===== src/rtl/mii_tx_pkg.sv =====
package mii_tx_pkg;

  typedef enum logic [2:0] {
    ST_IDLE,
    ST_PRE,
    ST_DATA,
    ST_ABRT,
    ST_GAP
  } tx_state_t;

  localparam int NIB_W = 4;
  localparam int BYTE_W = 2 * NIB_W;
  localparam logic [NIB_W-1:0] PRE_NIB = 4'h5;
  localparam logic [NIB_W-1:0] SFD_NIB = 4'hD;
  localparam logic [NIB_W-1:0] IDLE_NIB = 4'h0;

endpackage


===== src/rtl/mii_tx_span_counter.sv =====
module mii_tx_span_counter #(
  parameter int LIMIT = 16
) (
  input  logic clk,
  input  logic rst,
  input  logic run,
  output logic done
);
  localparam int CW = (LIMIT > 1) ? $clog2(LIMIT) : 1;
  localparam logic [CW-1:0] LAST = CW'(LIMIT - 1);

  logic [CW-1:0] cnt_q;

  assign done = run && (cnt_q == LAST);

  always_ff @(posedge clk) begin
    if (rst || !run || done) begin
      cnt_q <= '0;
    end else begin
      cnt_q <= cnt_q + 1'b1;
    end
  end
endmodule


===== src/rtl/mii_tx_ctrl.sv =====
module mii_tx_ctrl
  import mii_tx_pkg::*;
(
  input  logic              clk,
  input  logic              rst,
  input  logic [BYTE_W-1:0] in_data,
  input  logic              in_valid,
  input  logic              in_sof,
  input  logic              in_eof,
  input  logic              abort_req,
  input  logic              pre_done,
  input  logic              gap_done,
  output logic              in_ready,
  output logic              pre_run,
  output logic              gap_run,
  output logic [NIB_W-1:0]  nib_d,
  output logic              nib_en,
  output logic              nib_er
);
  tx_state_t        state_q, state_n;
  logic             phase_q, phase_n;
  logic [NIB_W-1:0] hi_q, hi_n;
  logic             last_q, last_n;

  always_comb begin
    state_n  = state_q;
    phase_n  = phase_q;
    hi_n     = hi_q;
    last_n   = last_q;
    in_ready = 1'b0;
    pre_run  = 1'b0;
    gap_run  = 1'b0;
    nib_d    = IDLE_NIB;
    nib_en   = 1'b0;
    nib_er   = 1'b0;
    unique case (state_q)
      ST_IDLE: begin
        in_ready = in_valid && !in_sof;
        last_n   = 1'b0;
        phase_n  = 1'b0;
        if (in_valid && in_sof) begin
          state_n = ST_PRE;
        end
      end
      ST_PRE: begin
        nib_en  = 1'b1;
        pre_run = 1'b1;
        if (abort_req) begin
          nib_er  = 1'b1;
          state_n = ST_ABRT;
          phase_n = 1'b0;
        end else begin
          nib_d = pre_done ? SFD_NIB : PRE_NIB;
          if (pre_done) begin
            state_n = ST_DATA;
            phase_n = 1'b0;
          end
        end
      end
      ST_DATA: begin
        nib_en = 1'b1;
        if (!phase_q) begin
          in_ready = !abort_req;
          phase_n  = 1'b1;
          if (abort_req || !in_valid) begin
            nib_er  = 1'b1;
            state_n = ST_ABRT;
          end else begin
            nib_d  = in_data[NIB_W-1:0];
            hi_n   = in_data[BYTE_W-1:NIB_W];
            last_n = in_eof;
          end
        end else begin
          phase_n = 1'b0;
          if (abort_req) begin
            nib_er  = 1'b1;
            state_n = last_q ? ST_GAP : ST_ABRT;
          end else begin
            nib_d = hi_q;
            if (last_q) begin
              state_n = ST_GAP;
            end
          end
        end
      end
      ST_ABRT: begin
        nib_en  = 1'b1;
        nib_er  = 1'b1;
        phase_n = !phase_q;
        if (!phase_q) begin
          in_ready = 1'b1;
          if (in_valid && in_eof) begin
            state_n = ST_GAP;
            phase_n = 1'b0;
          end
        end
      end
      ST_GAP: begin
        gap_run = 1'b1;
        if (gap_done) begin
          state_n = ST_IDLE;
        end
      end
      default: state_n = ST_IDLE;
    endcase
  end

  always_ff @(posedge clk) begin
    if (rst) begin
      state_q <= ST_IDLE;
      phase_q <= 1'b0;
      hi_q    <= '0;
      last_q  <= 1'b0;
    end else begin
      state_q <= state_n;
      phase_q <= phase_n;
      hi_q    <= hi_n;
      last_q  <= last_n;
    end
  end
endmodule


===== src/rtl/mii_tx_out_stage.sv =====
module mii_tx_out_stage
  import mii_tx_pkg::*;
(
  input  logic             clk,
  input  logic             rst,
  input  logic [NIB_W-1:0] nib_d,
  input  logic             nib_en,
  input  logic             nib_er,
  output logic [NIB_W-1:0] txd,
  output logic             tx_en,
  output logic             tx_er
);
  always_ff @(posedge clk) begin
    if (rst) begin
      txd   <= IDLE_NIB;
      tx_en <= 1'b0;
      tx_er <= 1'b0;
    end else begin
      txd   <= nib_en ? nib_d : IDLE_NIB;
      tx_en <= nib_en;
      tx_er <= nib_en && nib_er;
    end
  end
endmodule


===== src/rtl/mii_tx_serializer.sv =====
module mii_tx_serializer #(
  parameter int PRE_NIBBLES = 16,
  parameter int GAP_NIBBLES = 24
) (
  input  logic       clk,
  input  logic       rst,
  input  logic [7:0] in_data,
  input  logic       in_valid,
  input  logic       in_sof,
  input  logic       in_eof,
  output logic       in_ready,
  input  logic       abort_req,
  output logic [3:0] txd,
  output logic       tx_en,
  output logic       tx_er
);
  import mii_tx_pkg::*;

  logic             pre_run, pre_done;
  logic             gap_run, gap_done;
  logic [NIB_W-1:0] nib_d;
  logic             nib_en, nib_er;

  mii_tx_span_counter #(.LIMIT(PRE_NIBBLES)) i_pre_cnt (
    .clk  (clk),
    .rst  (rst),
    .run  (pre_run),
    .done (pre_done)
  );

  mii_tx_span_counter #(.LIMIT(GAP_NIBBLES)) i_gap_cnt (
    .clk  (clk),
    .rst  (rst),
    .run  (gap_run),
    .done (gap_done)
  );

  mii_tx_ctrl i_ctrl (
    .clk       (clk),
    .rst       (rst),
    .in_data   (in_data),
    .in_valid  (in_valid),
    .in_sof    (in_sof),
    .in_eof    (in_eof),
    .abort_req (abort_req),
    .pre_done  (pre_done),
    .gap_done  (gap_done),
    .in_ready  (in_ready),
    .pre_run   (pre_run),
    .gap_run   (gap_run),
    .nib_d     (nib_d),
    .nib_en    (nib_en),
    .nib_er    (nib_er)
  );

  mii_tx_out_stage i_out (
    .clk    (clk),
    .rst    (rst),
    .nib_d  (nib_d),
    .nib_en (nib_en),
    .nib_er (nib_er),
    .txd    (txd),
    .tx_en  (tx_en),
    .tx_er  (tx_er)
  );
endmodule


===== config.mk =====
export PLATFORM = sky130hd
export DESIGN_NAME = mii_tx_serializer
export DESIGN_NICKNAME = d
export VERILOG_FILES = /design/src/rtl/mii_tx_pkg.sv /design/src/rtl/mii_tx_span_counter.sv /design/src/rtl/mii_tx_ctrl.sv /design/src/rtl/mii_tx_out_stage.sv /design/src/rtl/mii_tx_serializer.sv
export SDC_FILE = /design/constraint.sdc
export NUM_CORES = 1
export LEC_CHECK = 0
export CAP_MARGIN = 15
export CORE_AREA = 2 2 52 54
export DETAILED_ROUTE_END_ITERATION = 8
export DIE_AREA = 0 0 54 56
export DONT_BUFFER_PORTS = 1
export GPL_TIMING_DRIVEN = 0
export HOLD_SLACK_MARGIN = 0.08
export MAX_ROUTING_LAYER = met4
export PLACE_DENSITY_LB_ADDON = 0.15
export SLEW_MARGIN = 20
export SYNTH_ARGS = -nofsm -noshare
export SYNTH_HDL_FRONTEND = slang
export SYNTH_SLANG_ARGS = --single-unit

===== constraint.sdc =====
create_clock -name clk -period 2.38 [get_ports clk]
set_input_delay 0 -clock clk [delete_from_list [all_inputs] [get_ports clk]]
set_output_delay 0 -clock clk [all_outputs]
set_load 0.02 [all_outputs]

* Word-level counts from Yosys, hierarchy flattened
Cells that the tools add are included.
** Word-level totals
- Register bits after elaboration :: 24
- Input bits :: 14
- Output and inout port bits :: 7
- Logic and storage cells :: 91
** Cells by class
- Add/sub/neg operators :: 2
- Equality and inequality tests :: 15
- Mux-type cells :: 36
- Bitwise operators :: 3
- Reductions and logical operators :: 26
** Operator list (count)
- 3-bit 2-to-1 mux :: 11
- 4-bit 2-to-1 mux :: 5
- 3-bit one-hot mux with 5 select lines :: 1
- 1-bit 2-to-1 mux :: 14
- 2-bit inequality test (second input constant) :: 4
- 4-bit one-hot mux with 2 select lines :: 1
- 7-bit AND reduction :: 1
- 3-bit by 2-bit equality test with 1-bit output (second input constant) :: 2
- 1-bit logical AND :: 6
- 1-bit zero test :: 6
- 1-bit one-hot mux with 3 select lines :: 2
- 3-bit AND reduction :: 2
- 5-bit by 1-bit adder with 5-bit output (second input constant) :: 1
- 5-bit equality test (second input constant) :: 1
- 1-bit logical OR :: 5
- 4-bit by 1-bit adder with 4-bit output (second input constant) :: 1
- 4-bit equality test (second input constant) :: 1
- 2-bit by 1-bit inequality test with 1-bit output (second input constant) :: 2
- 4-bit inequality test (second input constant) :: 1
- 1-bit one-hot mux with 4 select lines :: 1
- 4-bit nonzero test :: 1
- 3-bit by 1-bit equality test with 1-bit output (second input constant) :: 1
- 3-bit equality test (second input constant) :: 1
- 3-bit zero test :: 1
- other kinds (8) :: 10

* Logic depth before layout (Yosys ltp)
- Depth after elaboration :: 6
- Depth in mapped cells :: 5
- Mapped depth without buffers :: 5

* By module
Synthesis repeated with hierarchy kept, for this count alone.
** Unflattened totals
- Cell total of the unflattened synthesis :: 126
- Area total of the unflattened synthesis :: 1154.9 sq um
** Modules (own cells, without submodules)
- mii_tx_ctrl :: times used 1, cells an instance 75, area each 616.8 sq um, seq. area each 180.2 sq um
- mii_tx_span_counter at i_gap_cnt :: times used 1, cells an instance 22, area each 210.2 sq um, seq. area each 100.1 sq um
- mii_tx_out_stage :: times used 1, cells an instance 12, area each 170.2 sq um, seq. area each 120.1 sq um
- mii_tx_span_counter at i_pre_cnt :: times used 1, cells an instance 17, area each 157.7 sq um, seq. area each 80.1 sq um

* Worst setup path after synthesis
No wires, ideal clock.
- Kind :: flip-flop to flip-flop
- Start point :: reg i_ctrl.phase_q
- End point :: reg i_out.txd[3]
- Setup time :: 0.132 ns
- Arrival time :: 1.227 ns
- Data required time :: 2.248 ns
- Slack :: 1.021 ns
- Stages on the path, launching flop included :: 6
- Buffers on the path :: 1
- Period minus slack after synthesis :: 1.359 ns
- Cell sequence :: dfxtp_1 > and3b_1 > and2_1 > buf_4 > a221oi_1 > nor4_1
** Between the ends
- Cells in the longest elaborated chain, start to end :: 2
** RTL lines
- start, declared :: line mii_tx_ctrl.sv:21 : logic phase_q, phase_n;
- start signal, assigned :: line mii_tx_ctrl.sv:116 : phase_q <= phase_n;
- 4-bit 2-to-1 mux :: line mii_tx_ctrl.sv:62 : if (!phase_q) begin
- 4-bit one-hot mux with 2 select lines :: line mii_tx_ctrl.sv:36 : unique case (state_q)
- end signal, assigned :: line mii_tx_out_stage.sv:19 : txd <= nib_en ? nib_d : IDLE_NIB;
- end, declared :: line mii_tx_out_stage.sv:9 : output logic [NIB_W-1:0] txd,
No other way between the ends.
A chain may end at the register's enable or synchronous reset.

* Worst setup path in the final report
- Start point :: reg i_ctrl.state_q[1]
- End point :: reg i_ctrl.phase_q
** Between the ends
- Cells in the longest elaborated chain, start to end :: 5
- Elaborated cells on any way between the ends :: 10
- Classes of those cells :: 4 x eq/ne; 2 x mux; 4 x reduce/logical
** RTL lines
- start, declared :: line mii_tx_ctrl.sv:20 : tx_state_t state_q, state_n;
- start signal, assigned :: line mii_tx_ctrl.sv:115 : state_q <= state_n;
- 3-bit by 1-bit equality test with 1-bit output :: line mii_tx_ctrl.sv:36
- 1-bit 2-to-1 mux :: line mii_tx_ctrl.sv:36
- 1-bit logical AND :: line mii_tx_span_counter.sv:14 : assign done = run && (cnt_q == LAST);
- 3-bit by 2-bit inequality test with 1-bit output (no line)
- 2-bit AND reduction (no line)
Several ways; a longest one is shown, not always the timed one.

==> metrics.txt <==
Hold Path Stages 3; status completed; r2r worst-path depth 5; GRT Util Overall 16.1%; Final WS setup 0.343 ns; share of post-route cells with drive strength above 1 8.57%; die area 3020 um2; Final Max Slew Viols 0; num ports 21; pre-CTS setup slack 0.902 ns; antenna violations before repair 0; max cap viols 0; CTS tree built; worst setup path class flip-flop to flip-flop; post-synth cell types 36; antenna viol nets, final 0; pin count of the biggest net entering global routing 15; Hold Crit Class primary input to flip-flop; Critical Path RT 2.65 ns; H-tree level count 1; drt pass-1 iters 4; syn_nets 136; worst slew pin tran 0.468 ns; clk slew on worst S/H paths 0.13 ns; Worst setup EP type flip-flop; synth warn 0; post-route setup TNS 0 ns; Worst Setup Start Kind flip-flop; leakage 0.493 nW; P per Cell Area 704 nW/um2; port bufs 0; row cnt 18; Period minus WS final 2.04 ns; crit path max-delay cell type dlygate4sd3_1; Routed wire per std cell 12.4 um; Placer Congestion 0.912; worst reg2reg setup slack 0.34 ns; ANT cells 0; Crit Path Max Fanout 6; Post-Synthesis Cell Area 1070 um2; VDD IR max 0.473 mV; Die Span Y 56 um; worst-path cell chain or4b_4 > nor2_1 > o21ai_0 > o41ai_1 > dlygate4sd3_1; DRC 0; Hold EP i_ctrl.state_q[1]; TritonCTS Sinks 24; # setup viols final 0; launching point of the worst reg2reg path i_ctrl.state_q[1]; Final Skew 0.00334 ns; Rel. slew slack 68.8%; Total Wirelength 2.12 mm; data arrival time of the worst path 2.31 ns; nets 157; largest stage delay on the critical path 0.58 ns; Seq/Total Area, Yosys 44.7%; Worst Min Path Start in_valid; Layout area overhead 23.3%; via count 909; RSZ-0062 raised after global routing false; Clock Path Buffers 2; grt ovf 0; fin crit share 85.6%; Post-CTS Resized 0; Hold Violations, Final 0; Detailed Place HPWL 1.52 mm; Root Driver clkbuf_4; Vias per Instance 5.35; TritonCTS Buffers 3; core box area 2430 um2; crit path from i_ctrl.state_q[1]; dpl cell area 1110 um2; first-pass GRT wire length 3.63 mm; clk_lat worst skew 0.32 ns; Gate Count Post-Synth 120; Max Freq 491 MHz; #FFs+latches synth 24; Horiz. Die Dim 54 um; vias in the first global route 902; Final Util 54.5%; Initial Util 44.2%; Pwr Total 0.933 mW; Iter 0 DRT Violations 12; worst flop-to-flop path endpoint i_ctrl.phase_q; fin area 1330 um2; Mapped Avg Cell Area 8.96 um2
-- cell type report --
class / count / area (um2)
Sequential cell: 24 / 480
Timing Repair Buffer: 16 / 160
Multi-Input combinational cell: 84 / 537
Tap cell: 30 / 37.5
Clock buffer: 3 / 22.5
Fill cell: 229 / 1110
Buffer: 5 / 31.3
Clock inverter: 1 / 30.0
Inverter: 7 / 26.3
-- worst max-delay path by stage --
stage | to | depth (start not counted)
finish | i_ctrl.phase_q | 5
detailed placement | i_out.txd[3] | 5
global route | i_ctrl.phase_q | 5
global placement | i_out.txd[3] | 5
floorplan | i_out.txd[3] | 5
CTS | i_ctrl.phase_q | 5
-- cells by family after synthesis --
group,Yosys count,share of synthesized area (%)
flip-flops,24,44.7
XOR/XNOR,6,4.89
AO/OA/AOI/OAI,27,15.4
buffers and inverters,12,5.35
AND/OR/NAND/NOR,44,22.7
multiplexers,5,4.66
adder cells (fa/ha/maj),2,2.33
-- Yosys cell counts, drive strengths merged --
cell type | number | area [um2]
a21oi | 7 | 35.0
nand3b | 1 | 7.51
or4b | 1 | 13.8
o21bai | 1 | 7.51
o22ai | 1 | 6.26
nor2 | 19 | 73.8
a221oi | 1 | 8.76
nor3 | 4 | 20.0
inv | 7 | 26.3
a31oi | 1 | 6.26
clkbuf | 1 | 3.75
ha | 2 | 25.0
or3 | 2 | 22.5
and2 | 1 | 6.26
nor4 | 1 | 6.26
nor2b | 1 | 8.76
a22oi | 3 | 22.5
nand4b | 2 | 17.5
dfxtp | 24 | 480
nand2 | 3 | 11.3
nand2b | 1 | 6.26
mux2i | 5 | 50.1
o21ai | 9 | 45.0
buf | 4 | 27.5
and3 | 2 | 12.5
nand3 | 4 | 20.0
a311oi | 1 | 8.76
a211oi | 1 | 7.51
and3b | 2 | 17.5
xnor2 | 3 | 26.3
xor2 | 3 | 26.3
o41ai | 2 | 17.5
-- through the flow --
step | cells | hold WS, ns
after floorplan | 120 | 0.104
after global placement | 150 | 0.117
after detailed placement | 150 | 0.116
after CTS | 170 | 0.0822
after global routing | 170 | 0.136
final | 170 | 0.123
-- power breakdown --
| part | internal, mW | switching [mW] | total (mW) |
|---|---|---|---|
| clock | 0.170 | 0.123 | 0.293 |
| sequential | 0.425 | 0.0263 | 0.451 |
| combinational | 0.0872 | 0.102 | 0.189 |
| total | 0.682 | 0.251 | 0.933 |
-- cell usage in the layout, fill, tap and decap left out, drive strengths merged, types with 2 or more instances in the layout --
cell,instances
nand2,3
dlygate4sd3,16
xor2,3
nor3,4
dfxtp,24
and3,2
or3,2
nand4b,2
a21oi,7
xnor2,3
inv,7
nand3,4
mux2i,5
nor2,19
ha,2
clkbuf,4
buf,4
a22oi,3
o41ai,2
o21ai,9
and3b,2
-- critical path, delay by kind of cell, from the launching register on --
family,cells,cell delay (ns)
buffers and inverters,1,0.58
DFF,1,0.37
and+or+nand+nor,2,0.82
AOI/OAI and AO/OA,2,0.21
-- repair_timing --
item,4_1_cts,5_1_grt
hold buffers,16,0
setup buffers,0,0
hold endpoints to repair,23,0
-- routing by layer --
layer	vias to the layer above	GRT usage (%)	wire length [um]
li1	469	-	-
met1	396	18.5	947
met2	41	26.3	961
met3	3	4.57	187
met4	0	5.36	19
met5	-	-	0
-- state kept, by name (all words and copies together) (netlist names) --
register         count
i_out.tx_er          1
i_ctrl.phase_q       1
i_ctrl.hi_q          4
i_out.tx_en          1
i_ctrl.last_q        1
i_gap_cnt.cnt_q      5
i_pre_cnt.cnt_q      4
i_out.txd            4
i_ctrl.state_q       3
(Power assumes the default switching activity.)
